[src/rtl/cap_seq_pkg.sv]
package cap_seq_pkg;
  typedef enum logic [3:0] {
    ST_RESET     = 4'd0,
    ST_WAIT_ARM  = 4'd1,
    ST_ARMED     = 4'd2,
    ST_FILL_PRE  = 4'd3,
    ST_WAIT_TRIG = 4'd4,
    ST_FILL_POST = 4'd5,
    ST_DONE      = 4'd6,
    ST_READ      = 4'd7,
    ST_READ_END  = 4'd8
  } cap_state_e;
endpackage

[src/rtl/cap_seq_fsm.sv]
module cap_seq_fsm
  import cap_seq_pkg::*;
(
  input  logic       clk_i,
  input  logic       rst_ni,
  input  logic       fsm_rst_i,
  input  logic       arm_i,
  input  logic       trig_hit_i,
  input  logic       smp_en_i,
  input  logic       read_mode_i,
  input  logic       rd_req_i,
  input  logic       pre_zero_i,
  input  logic       pre_last_i,
  input  logic       post_last_i,
  input  logic       rd_last_i,
  output cap_state_e state_o
);
  cap_state_e state_q, state_d;

  always_comb begin
    state_d = state_q;
    case (state_q)
      ST_RESET:     state_d = ST_WAIT_ARM;
      ST_WAIT_ARM:  if (arm_i) state_d = ST_ARMED;
      ST_ARMED:     state_d = pre_zero_i ? ST_WAIT_TRIG : ST_FILL_PRE;
      ST_FILL_PRE:  if (smp_en_i && pre_last_i) state_d = ST_WAIT_TRIG;
      ST_WAIT_TRIG: if (trig_hit_i) state_d = ST_FILL_POST;
      ST_FILL_POST: if (smp_en_i && post_last_i) state_d = ST_DONE;
      ST_DONE:      if (read_mode_i) state_d = ST_READ;
      ST_READ:      if (rd_req_i && rd_last_i) state_d = ST_READ_END;
      ST_READ_END:  if (!read_mode_i) state_d = ST_WAIT_ARM;
      default:      state_d = ST_RESET;
    endcase
    if (fsm_rst_i) state_d = ST_RESET;
  end

  always_ff @(posedge clk_i or negedge rst_ni) begin
    if (!rst_ni) state_q <= ST_RESET;
    else         state_q <= state_d;
  end

  assign state_o = state_q;
endmodule

[src/rtl/cap_seq_wr.sv]
module cap_seq_wr
  import cap_seq_pkg::*;
#(
  parameter int DEPTH = 1024,
  parameter int POS_W = 16,
  localparam int AW   = $clog2(DEPTH)
) (
  input  logic             clk_i,
  input  logic             rst_ni,
  input  cap_state_e       state_i,
  input  logic             fsm_rst_i,
  input  logic             arm_i,
  input  logic             trig_hit_i,
  input  logic             smp_en_i,
  input  logic [POS_W-1:0] trig_pos_i,
  output logic             wr_en_o,
  output logic [AW-1:0]    wr_addr_o,
  output logic             pre_zero_o,
  output logic             pre_last_o,
  output logic             post_last_o
);
  logic [AW-1:0] pre_len_q, cnt_q, addr_q, pre_clamp;
  logic          arm_go, trig_go, capturing;

  assign capturing = (state_i == ST_FILL_PRE) || (state_i == ST_WAIT_TRIG) ||
                     (state_i == ST_FILL_POST);
  assign wr_en_o   = smp_en_i && capturing;
  assign arm_go    = (state_i == ST_WAIT_ARM) && arm_i;
  assign trig_go   = (state_i == ST_WAIT_TRIG) && trig_hit_i;

  always_comb begin
    if (32'(trig_pos_i) >= DEPTH) pre_clamp = AW'(DEPTH - 1);
    else                          pre_clamp = trig_pos_i[AW-1:0];
  end

  always_ff @(posedge clk_i or negedge rst_ni) begin
    if (!rst_ni) begin
      pre_len_q <= '0;
      cnt_q     <= '0;
      addr_q    <= '0;
    end else if (fsm_rst_i) begin
      cnt_q     <= '0;
      addr_q    <= '0;
    end else begin
      if (arm_go) begin
        pre_len_q <= pre_clamp;
        cnt_q     <= '0;
        addr_q    <= '0;
      end else begin
        if (wr_en_o) addr_q <= addr_q + AW'(1);
        // counter restarts for the post-trigger region
        if (trig_go)      cnt_q <= '0;
        else if (wr_en_o) cnt_q <= cnt_q + AW'(1);
      end
    end
  end

  assign wr_addr_o   = addr_q;
  assign pre_zero_o  = (pre_len_q == '0);
  assign pre_last_o  = (cnt_q == pre_len_q - AW'(1));
  assign post_last_o = (cnt_q == AW'(DEPTH - 1) - pre_len_q);
endmodule

[src/rtl/cap_seq_rd.sv]
module cap_seq_rd
  import cap_seq_pkg::*;
#(
  parameter int DEPTH = 1024,
  localparam int AW   = $clog2(DEPTH)
) (
  input  logic          clk_i,
  input  logic          rst_ni,
  input  cap_state_e    state_i,
  input  logic          fsm_rst_i,
  input  logic          read_mode_i,
  input  logic          rd_req_i,
  input  logic [AW-1:0] wr_addr_i,
  output logic [AW-1:0] rd_addr_o,
  output logic          rd_last_o
);
  logic [AW-1:0] addr_q, cnt_q;

  always_ff @(posedge clk_i or negedge rst_ni) begin
    if (!rst_ni) begin
      addr_q <= '0;
      cnt_q  <= '0;
    end else if (fsm_rst_i) begin
      cnt_q  <= '0;
    end else if ((state_i == ST_DONE) && read_mode_i) begin
      // write pointer now sits on the oldest sample
      addr_q <= wr_addr_i;
      cnt_q  <= '0;
    end else if ((state_i == ST_READ) && rd_req_i) begin
      addr_q <= addr_q + AW'(1);
      cnt_q  <= cnt_q + AW'(1);
    end
  end

  assign rd_addr_o = addr_q;
  assign rd_last_o = (cnt_q == AW'(DEPTH - 1));
endmodule

[src/rtl/cap_seq.sv]
module cap_seq
  import cap_seq_pkg::*;
#(
  parameter int DEPTH = 1024,
  parameter int POS_W = 16,
  localparam int AW   = $clog2(DEPTH)
) (
  input  logic             clk_i,
  input  logic             rst_ni,
  input  logic             fsm_rst_i,
  input  logic             arm_i,
  input  logic             force_trig_i,
  input  logic             trig_i,
  input  logic             smp_en_i,
  input  logic [POS_W-1:0] trig_pos_i,
  input  logic             read_mode_i,
  input  logic             rd_req_i,
  output logic [3:0]       status_o,
  output logic             wr_en_o,
  output logic [AW-1:0]    wr_addr_o,
  output logic [AW-1:0]    rd_addr_o
);
  cap_state_e state;
  logic       trig_hit, pre_zero, pre_last, post_last, rd_last;

  assign trig_hit = trig_i || force_trig_i;

  cap_seq_fsm u_fsm (
    .clk_i, .rst_ni, .fsm_rst_i, .arm_i,
    .trig_hit_i  (trig_hit),
    .smp_en_i, .read_mode_i, .rd_req_i,
    .pre_zero_i  (pre_zero),
    .pre_last_i  (pre_last),
    .post_last_i (post_last),
    .rd_last_i   (rd_last),
    .state_o     (state)
  );

  cap_seq_wr #(.DEPTH(DEPTH), .POS_W(POS_W)) u_wr (
    .clk_i, .rst_ni,
    .state_i     (state),
    .fsm_rst_i, .arm_i,
    .trig_hit_i  (trig_hit),
    .smp_en_i, .trig_pos_i, .wr_en_o, .wr_addr_o,
    .pre_zero_o  (pre_zero),
    .pre_last_o  (pre_last),
    .post_last_o (post_last)
  );

  cap_seq_rd #(.DEPTH(DEPTH)) u_rd (
    .clk_i, .rst_ni,
    .state_i     (state),
    .fsm_rst_i, .read_mode_i, .rd_req_i,
    .wr_addr_i   (wr_addr_o),
    .rd_addr_o,
    .rd_last_o   (rd_last)
  );

  assign status_o = state;
endmodule

[config.mk]
export PLATFORM = sky130hd
export DESIGN_NAME = cap_seq
export DESIGN_NICKNAME = d
export VERILOG_FILES = /design/src/rtl/cap_seq_pkg.sv /design/src/rtl/cap_seq_fsm.sv /design/src/rtl/cap_seq_wr.sv /design/src/rtl/cap_seq_rd.sv /design/src/rtl/cap_seq.sv
export SDC_FILE = /design/constraint.sdc
export NUM_CORES = 1
export LEC_CHECK = 0
export BUFFER_PORTS_ARGS = -buffer_cell sky130_fd_sc_hd__buf_2
export CAP_MARGIN = 20
export CORE_MARGIN = 4
export CORE_UTILIZATION = 40
export CTS_CLUSTER_SIZE = 24
export DETAILED_ROUTE_END_ITERATION = 7
export GPL_ROUTABILITY_DRIVEN = 0
export PLACE_DENSITY = 0.64
export SYNTH_ARGS = -nofsm -noshare
export SYNTH_HDL_FRONTEND = slang
export SYNTH_SLANG_ARGS = --single-unit
[constraint.sdc]
create_clock -name clk_i -period 2.3 [get_ports clk_i]
set_clock_uncertainty 0.1 [all_clocks]
set_input_delay 0.115 -clock clk_i [delete_from_list [all_inputs] [get_ports clk_i]]
set_output_delay 0.115 -clock clk_i [all_outputs]
set_load 0.02 [all_outputs]
==> flow_metrics.tcl, run 1 <==
set metrics [dict create \
    status "finished with violations" \
    violations "hold timing" \
    routed_wl_um 8341 \
    diodes 0 \
    cts.sinks 54 \
    synthArstFlopShare_pct 100.0 \
    drt_iter0_markers 96 \
    yosys_most_used_dff "dfrtp_1" \
    clk_pin_slew_ns 0.10 \
    start_util_pct 41.00 \
    clock_path_buffers 2 \
    boundaryPins 50 \
    synth_top_family_by_area "simple AND/OR/NAND/NOR gates" \
    crit_chain "xor2_2, nand4_1, or3_1, a31o_4, nor3_4, mux2_4" \
    cts_root_buf "clkbuf_8" \
    cts_buffers 5 \
    cp_max_fo 5 \
    period_needed_ns 2.204 \
    core_sq_um 8175 \
    grt_pass1_wl_um 14350 \
    syn_avg_cell_area_sq_um 8.595 \
    power_frac_clock_pct 19.2 \
    p_switching_w 0.001130 \
    drv_slew 0 \
    crit_required_ns 2.40 \
    synth_fa_ha_area_share_pct 2.240 \
    power_frac_comb_pct 37.2 \
    fp-row-count 33 \
    min_path_type "input pin to register" \
    die-area_sq_um 9908 \
    ys_seq_elements 54 \
    dieWidth_um 99.54 \
    p_per_area_nw_per_um2 716.0 \
    area_growth_pct 22.06 \
    finalHoldViolCount 1 \
    grt_overflow 0 \
    hpwl_um 5977 \
    ant_nets 0 \
    setup_viol 0 \
    max-cap-violations 0 \
    layout-drive-gt1-share_pct 23.53 \
    wl_per_cell_um 14.79 \
    yosys_warnings 0 \
    max_slew_margin_pct 53.85 \
    die_h_um 99.54 \
    critPathSlowestCell "dfrtp_1" \
    portBuffers 49 \
    nNetsFinal 489 \
    cts_tree "built" \
    drc 0 \
    fin_setup_tns_ns 0 \
    ys_types 62 \
    fin_cells 564 \
    max_slew.worst_pin.slew_ns 0.6922 \
    drt_pass1_iterations 4 \
    vias 3070 \
    netlist_instances 390 \
    synth_top_area_cell "dfrtp_1" \
    swShare_pct 38.56 \
    critPathKind "register to register" \
    pwr-share-seq_pct 43.6 \
    period_share_pct 95.85 \
    synth_edf_count 0 \
    holdWs_ns -0.005602 \
    layout_commonest_cell "nor2_1" \
    leakagePower_nw 1.824 \
    synth_seq_area_share_pct 40.31 \
    startpoint_type "register" \
    fillers 827 \
    synthesis.area_sq_um 3352 \
    synth_top_area_share_pct 40.31 \
    routed_via_density 5.443 \
    ir_drop_uv 470.4 \
    layout_common_cells "nor2_1, buf_2, dfrtp_1" \
    synth.area.mux_share_pct 1.642 \
    worstSkewPairLatency_ns 0.32 \
    maxClockFrequency_mhz 453.6 \
    critPathArrivalTime_ns 2.30 \
    synth_xor_area_share_pct 8.361 \
    htreeDepth 2 \
    grt_max_degree 55 \
    internal-power_w 0.001800 \
    end_kind "register" \
    yosys-top-cells-area "dfrtp_1, nor2_1, xor2_1" \
    synth_nets 421 \
    grt_usage_pct 17.52 \
    cp_slowest_stage_delay_ns 0.46 \
    antenna_found_initial 0 \
    synth-simple-area-share_pct 26.88 \
    synth_compound_area_share_pct 16.87 \
    post-place-cells 544 \
    grt_pass1_vias 2999 \
]
[Yosys cell counts (all sizes together), types with 5 or more instances]
master and count:
ha 6, and4 5, clkbuf 13, nand2b 5
buf 7, nand2 35, xor2 22, nor2 56
xnor2 10, inv 9, nor3 10, nand3 23
or3 5, dfrtp 54, nand4 5, and3 8
o21ai 32, a21oi 22
[per-stage QoR]
| stage | power (W) | utilization [%] | instance area [sq um] | worst slack [ns] | hold slack, ns |
|---|---|---|---|---|---|
| floorplan | 0.001934 | - | 3352 | 0.03891 | -0.2806 |
| finish | 0.002929 | 50.05 | 4091 | 0.09554 | -0.005602 |
| global placement | 0.002246 | 46.50 | 3801 | 0.09696 | 0.1892 |
| detailed placement | 0.002277 | 46.50 | 3801 | 0.02793 | 0.1904 |
| CTS | 0.002869 | 48.99 | 4005 | 0.01187 | 0.004592 |
| global route | 0.003141 | 50.05 | 4091 | -0.01505 | 0.05666 |
[power by group through the flow]
stage	registers (W)	clock network, W	logic, W
2_1_floorplan	0.00122	0	0.000714
3_3_place_gp	0.00124	0	0.00101
3_5_place_dp	0.00125	0	0.00103
4_1_cts	0.00123	0.000590	0.00105
5_1_grt	0.00130	0.000624	0.00121
6_report	0.00128	0.000564	0.00109
[layer usage]
metal  up-vias  track usage [%]  routed length (um)  share of wire (%)
li1       1516                -                   -                  -
met1      1490            23.59                3814                 46
met2        51            29.13                4091                 49
met3        13            2.735                 293                3.5
met4         0            5.147                 142                1.7
met5         -                0                   0                  0
[worst paths after layout]
path,to,slack [ns],depth (start not counted),startpoint
min in group asynchronous,u_rd.cnt_q[7],0.35,3,rst_ni
worst max-delay path,u_fsm.state_o[1],0.1,6,u_wr.cnt_q[3]
worst min register to register,u_rd.cnt_q[8],0.42,1,u_rd.cnt_q[8]
worst min-delay path,u_wr.pre_len_q[8],-0.006,3,trig_pos_i[8]
worst max register to register,u_fsm.state_o[1],0.1,6,u_wr.cnt_q[3]
max in group asynchronous,u_wr.cnt_q[4],1.24,3,rst_ni
[cell families after synthesis]
family,Yosys count
compound gates,88
xor+xnor,32
fa+ha+maj,6
buf+inv,29
flops,54
mux,5
simple gates,176
[sequential cells by signal (all words and copies together), names as in the netlist]
| name | count |
|---|---|
| u_fsm.state_o | 4 |
| u_rd.cnt_q | 10 |
| u_rd.rd_addr_o | 10 |
| u_wr.cnt_q | 10 |
| u_wr.pre_len_q | 10 |
| u_wr.wr_addr_o | 10 |
[critical path: cells and delay by family (launching register included)]
| family | cells | cell delay (ns) |
|---|---|---|
| multiplexers | 1 | 0.32 |
| XOR/XNOR | 1 | 0.22 |
| flip-flops | 1 | 0.46 |
| AO/OA/AOI/OAI | 1 | 0.28 |
| AND/OR/NAND/NOR | 3 | 0.71 |
[final cells by class]
cell class              instances  area (sq um)  area share, %
multi-input cells             307          1946          47.55
clock inverters                 3         25.02         0.6116
flip-flops and latches         54          1361          33.27
clock buffers                   5         68.82          1.682
inverters                       9         33.78         0.8257
well taps                     105         131.4          3.211
repair buffers                 81         525.5          12.84
[timing repair]
item / CTS / global route
hold buffers: 11 / 0
resized for setup: 0 / 20
setup endpoints to repair: 0 / 4
setup buffers: 0 / 1
endpoints found under the hold margin: 65 / 0
(Power assumes the default switching activity.)
==> run 2, diff against run 1 <==
==> constraint.sdc (replaced) <==
create_clock -name clk_i -period 2.3 [get_ports clk_i]
set_clock_uncertainty 0.1 [all_clocks]
set_input_delay 0.345 -clock clk_i [delete_from_list [all_inputs] [get_ports clk_i]]
set_output_delay 0.345 -clock clk_i [all_outputs]
set_load 0.02 [all_outputs]
==> flow_metrics.tcl, run 2 (synthesis gave the netlist of run 1 again) <==
set metrics [dict create \
    drc 0 \
    period_needed_ns 2.192 \
    vias 3006 \
    status "finished, final reports clean" \
    holdWs_ns 0.1833 \
    min_path_type "input pin to register" \
    path_delay_family "simple AND/OR/NAND/NOR gates" \
    core_sq_um 8175 \
    post-place-cells 548 \
    crit_buf_inv 1 \
    critPathKind "register to register" \
    cts_setup_buffers 0 \
    fin_ws_ns 0.1075 \
    antenna_found_initial 0 \
    clock_path_buffers 2 \
    ant_nets 0 \
    cts_root_buf "clkbuf_8" \
    fp-row-count 33 \
    drv_slew 0 \
    critPathSlowestCell "dfrtp_2" \
    wl_per_cell_um 14.68 \
    period_share_pct 95.32 \
    die_h_um 99.54 \
    fillers 812 \
    cts.sinks 54 \
    grt_max_degree 32 \
    ir_drop_uv 447.5 \
    setup_viol 0 \
    drt_pass1_iterations 4 \
    hpwl_um 6113 \
    portBuffers 49 \
    crit_required_ns 2.40 \
    finish.instance_area_sq_um 3989 \
    boundaryPins 50 \
    placedInstanceArea_sq_um 3831 \
    cp_common_cell "nor4_4" \
    max_slew_margin_pct 50.78 \
    leakagePower_nw 1.799 \
    nNetsFinal 482 \
    finalHoldViolCount 0 \
    die-area_sq_um 9908 \
    layout_commonest_cell "nor2_1" \
    maxClockFrequency_mhz 456.1 \
    max-cap-violations 0 \
    crit_chain "nor4_4, a2111oi_1, buf_4, nor4_4, nor3_4, mux2_4" \
    diodes 0 \
    fin_cells 557 \
    drt_iter0_markers 70 \
    routed_wl_um 8176 \
    startpoint_type "register" \
    area_growth_pct 19.00 \
    cp_slowest_stage_delay_ns 0.49 \
    htreeDepth 2 \
    max_slew.worst_pin.slew_ns 0.7383 \
    layout_common_cells "nor2_1, buf_2, dfrtp_1" \
    grt_pass1_wl_um 13990 \
    cp_max_fo 6 \
    cts_tree "built" \
    layout-drive-gt1-share_pct 23.01 \
    worstSkewPairLatency_ns 0.31 \
    grt_usage_pct 17.05 \
    cts_buffers 5 \
    grt_pass1_vias 2876 \
    fin_setup_tns_ns 0 \
    dp_slack_ns 0.06395 \
    end_kind "register" \
    grt_overflow 0 \
    routed_via_density 5.397 \
    start_util_pct 41.00 \
    clk_pin_slew_ns 0.10 \
    critPathArrivalTime_ns 2.29 \
    p_per_area_nw_per_um2 718.0 \
    dieWidth_um 99.54 \
]
run 2: cell count changes in the layout (fill, tap and decap cells not counted), sizes merged:
cell / delta
clkinvlp: +1
buf: +3
dlygate4sd3: -10
clkinv: -1
run 2: report_power, final:
group	leakage, nW	internal [W]	total, W	switching (W)
clock	0.0408	0.000219	0.000556	0.000337
combinational	1.05	0.000480	0.00105	0.000569
sequential	0.706	0.00107	0.00126	0.000191
run 2: worst paths after layout:
path | to | depth (start not counted) | start | slack (ns)
worst max-delay path | u_fsm.state_o[1] | 6 | u_wr.pre_len_q[3] | 0.11
max in group asynchronous | u_rd.cnt_q[8] | 3 | rst_ni | 0.89
min in group asynchronous | u_wr.cnt_q[7] | 2 | rst_ni | 0.53
worst min register to register | u_rd.cnt_q[4] | 1 | u_rd.cnt_q[4] | 0.43
worst min-delay path | u_wr.pre_len_q[9] | 3 | trig_pos_i[9] | 0.18
worst max register to register | u_fsm.state_o[1] | 6 | u_wr.pre_len_q[3] | 0.11
run 2: layout make-up:
cell class	count	area [sq um]	share of cell area, %
clock buffers	5	68.82	1.725
well taps	105	131.4	3.294
clock inverters	3	23.77	0.5960
repair buffers	74	447.9	11.23
multi-input cells	307	1926	48.27
inverters	9	33.78	0.8469
flip-flops and latches	54	1358	34.03
run 2: metrics by stage:
stage               util [%]  power [W]
CTS                    48.12   0.002840
global placement       46.86   0.002247
floorplan                  -   0.001934
global route           48.79   0.003082
finish                 48.79   0.002864
detailed placement     46.86   0.002265
run 2: routing by layer:
| metal | part of all wire, % | GRT usage [%] | routed length (um) |
|---|---|---|---|
| met1 | 47 | 23.94 | 3876 |
| met2 | 49 | 28.25 | 3986 |
| met3 | 3.2 | 2.454 | 262 |
| met4 | 0.62 | 3.151 | 51 |
| met5 | 0 | 0 | 0 |
run 2: tightest hold or removal path: stages:
cell and delay (ns):
buf_2 0.08, nor3_1 0.04, a21oi_1 0.10
run 2: what timing repair did:
action | CTS | global route
gates resized for setup | 0 | 13
hold endpoints to repair | 2 | 0
endpoints found under the setup margin | 0 | 3
hold buffers | 1 | 0
==> run 3, diff against run 2 <==
--- a/config.mk
+++ b/config.mk
@@ -8,5 +8,6 @@
 export BUFFER_PORTS_ARGS = -buffer_cell sky130_fd_sc_hd__buf_2
-export CAP_MARGIN = 20
+export CAP_MARGIN = 30
 export CORE_MARGIN = 4
 export CORE_UTILIZATION = 40
+export CTS_BUF_LIST = sky130_fd_sc_hd__clkbuf_16
 export CTS_CLUSTER_SIZE = 24
==> constraint.sdc (replaced) <==
create_clock -name clk_i -period 2.3 [get_ports clk_i]
set_clock_uncertainty 0.1 [all_clocks]
set_input_delay 0 -clock clk_i [delete_from_list [all_inputs] [get_ports clk_i]]
set_output_delay 0 -clock clk_i [all_outputs]
set_load 0.02 [all_outputs]
==> flow_metrics.tcl, run 3 (synthesis gave the netlist of run 1 again) <==
set metrics [dict create \
    highest_layer "met4" \
    max_slew_margin_pct 59.53 \
    fin_setup_tns_ns 0 \
    finalHoldViolCount 0 \
    grt_max_degree 32 \
    hpwl_um 6072 \
    cts_buffers 5 \
    period_share_pct 97.85 \
    layout-drive-gt1-share_pct 21.43 \
    wl_met2_um 4174 \
    setup_viol 0 \
    path_delay_family "simple AND/OR/NAND/NOR gates" \
    boundaryPins 50 \
    die-area_sq_um 9908 \
    p_per_area_nw_per_um2 748.7 \
    crit_buf_inv 0 \
    startpoint_type "register" \
    drv_slew 0 \
    r2r_cells 6 \
    worstReg2RegStart "u_wr.pre_len_q[6]" \
    routed_via_density 5.448 \
    max_slew.worst_pin.slew_ns 0.6071 \
    period_needed_ns 2.250 \
    cp_slowest_stage_delay_ns 0.48 \
    finish.instance_area_sq_um 4129 \
    diodes 0 \
    max-cap-violations 0 \
    grt_pass1_vias 3013 \
    maxClockFrequency_mhz 444.3 \
    layout_common_cells "nor2_1, dfrtp_1, buf_2" \
    status "finished, final reports clean" \
    critPathKind "register to register" \
    wirelength_met1_um 3785 \
    end_kind "register" \
    ir_drop_uv 457.5 \
    drt_pass1_iterations 4 \
    min_path_type "input pin to async pin" \
    vias 3089 \
    cts.sinks 54 \
    portBuffers 49 \
    area_growth_pct 23.18 \
    core_sq_um 8175 \
    fillers 759 \
    grt_overflow 0 \
    nNetsFinal 492 \
    antenna_found_initial 0 \
    critPathSlowestCell "dfrtp_2" \
    dieWidth_um 99.54 \
    routed_wl_um 8371 \
    drc 0 \
    leakagePower_nw 1.870 \
    holdWs_ns 0.1517 \
    fp-row-count 33 \
    crit_required_ns 2.37 \
    cts_root_buf "clkbuf_16" \
    clk_pin_slew_ns 0.08 \
    wl_per_cell_um 14.76 \
    grt_usage_pct 17.37 \
    die_h_um 99.54 \
    crit_chain "xor2_1, nand4_1, or3_1, a31o_4, nor3_4, mux2_4" \
    cts_tree "built" \
    clock_path_buffers 2 \
    htreeDepth 2 \
    r2r_end "u_fsm.state_o[1]" \
    worstSkewPairLatency_ns 0.29 \
    drt_iter0_markers 96 \
    grt_pass1_wl_um 14240 \
    placedInstanceArea_sq_um 3824 \
    critPathArrivalTime_ns 2.32 \
    wl_met3_um 290 \
    layout_commonest_cell "nor2_1" \
    cp_max_fo 7 \
    ant_nets 0 \
    start_util_pct 41.00 \
    ff2ff_setup_slack_ns 0.05 \
]
run 3: worst reg2reg max path, cell delays in order (launching register included):
cell	delay [ns]
dfrtp_2	0.48
xor2_1	0.25
nand4_1	0.12
or3_1	0.41
a31o_4	0.28
nor3_4	0.19
mux2_4	0.31
run 3: worst max path at each step:
stage                            from                to  slack, ns  cells after the start
floorplan            u_fsm.state_o[1]  u_fsm.state_o[1]       0.04                      7
global placement    u_wr.pre_len_q[3]  u_fsm.state_o[1]       0.09                      6
detailed placement  u_wr.pre_len_q[3]  u_fsm.state_o[1]      0.004                      6
CTS                 u_wr.pre_len_q[3]  u_fsm.state_o[1]       0.05                      6
global route        u_wr.pre_len_q[6]  u_fsm.state_o[1]      -0.01                      6
finish              u_wr.pre_len_q[6]  u_fsm.state_o[1]       0.05                      6
run 3: area by class of cell:
type	count	area (sq um)	area share, %
timing repair buffer	84	550.5	13.33
multi-input combinational	307	1907	46.18
clock buffer	5	125.1	3.030
clock inverter	3	25.02	0.6061
inverter	9	33.78	0.8182
sequential	54	1356	32.85
tap	105	131.4	3.182
run 3: metrics by stage:
stage	power (W)	utilization (%)	std cells	setup slack [ns]
3_3_place_gp	0.002241	46.77	547	0.08985
2_1_floorplan	0.001934	-	390	0.03891
5_1_grt	0.003283	50.51	567	-0.01147
4_1_cts	0.003085	50.18	567	0.05448
6_report	0.003091	50.51	567	0.04952
3_5_place_dp	0.002267	46.77	547	0.004347
run 3: timing repair:
action,in CTS,in global routing
setup endpoints to repair,2,4
pin swaps,0,2
gates resized for setup,1,8
setup buffers,0,0
endpoints found under the hold margin,35,0
hold buffers,12,0
run 3: metal layers:
metal  up-vias  GRT usage (%)
li1       1523              -
met5         -              0
met2        61          30.94
met4         0          4.202
met3         8          2.454
met1      1497          22.17
run 3: power breakdown:
group	total (W)	internal [W]	switching (W)
clock	0.000768	0.000410	0.000358
combinational	0.00106	0.000483	0.000576
sequential	0.00126	0.00107	0.000198
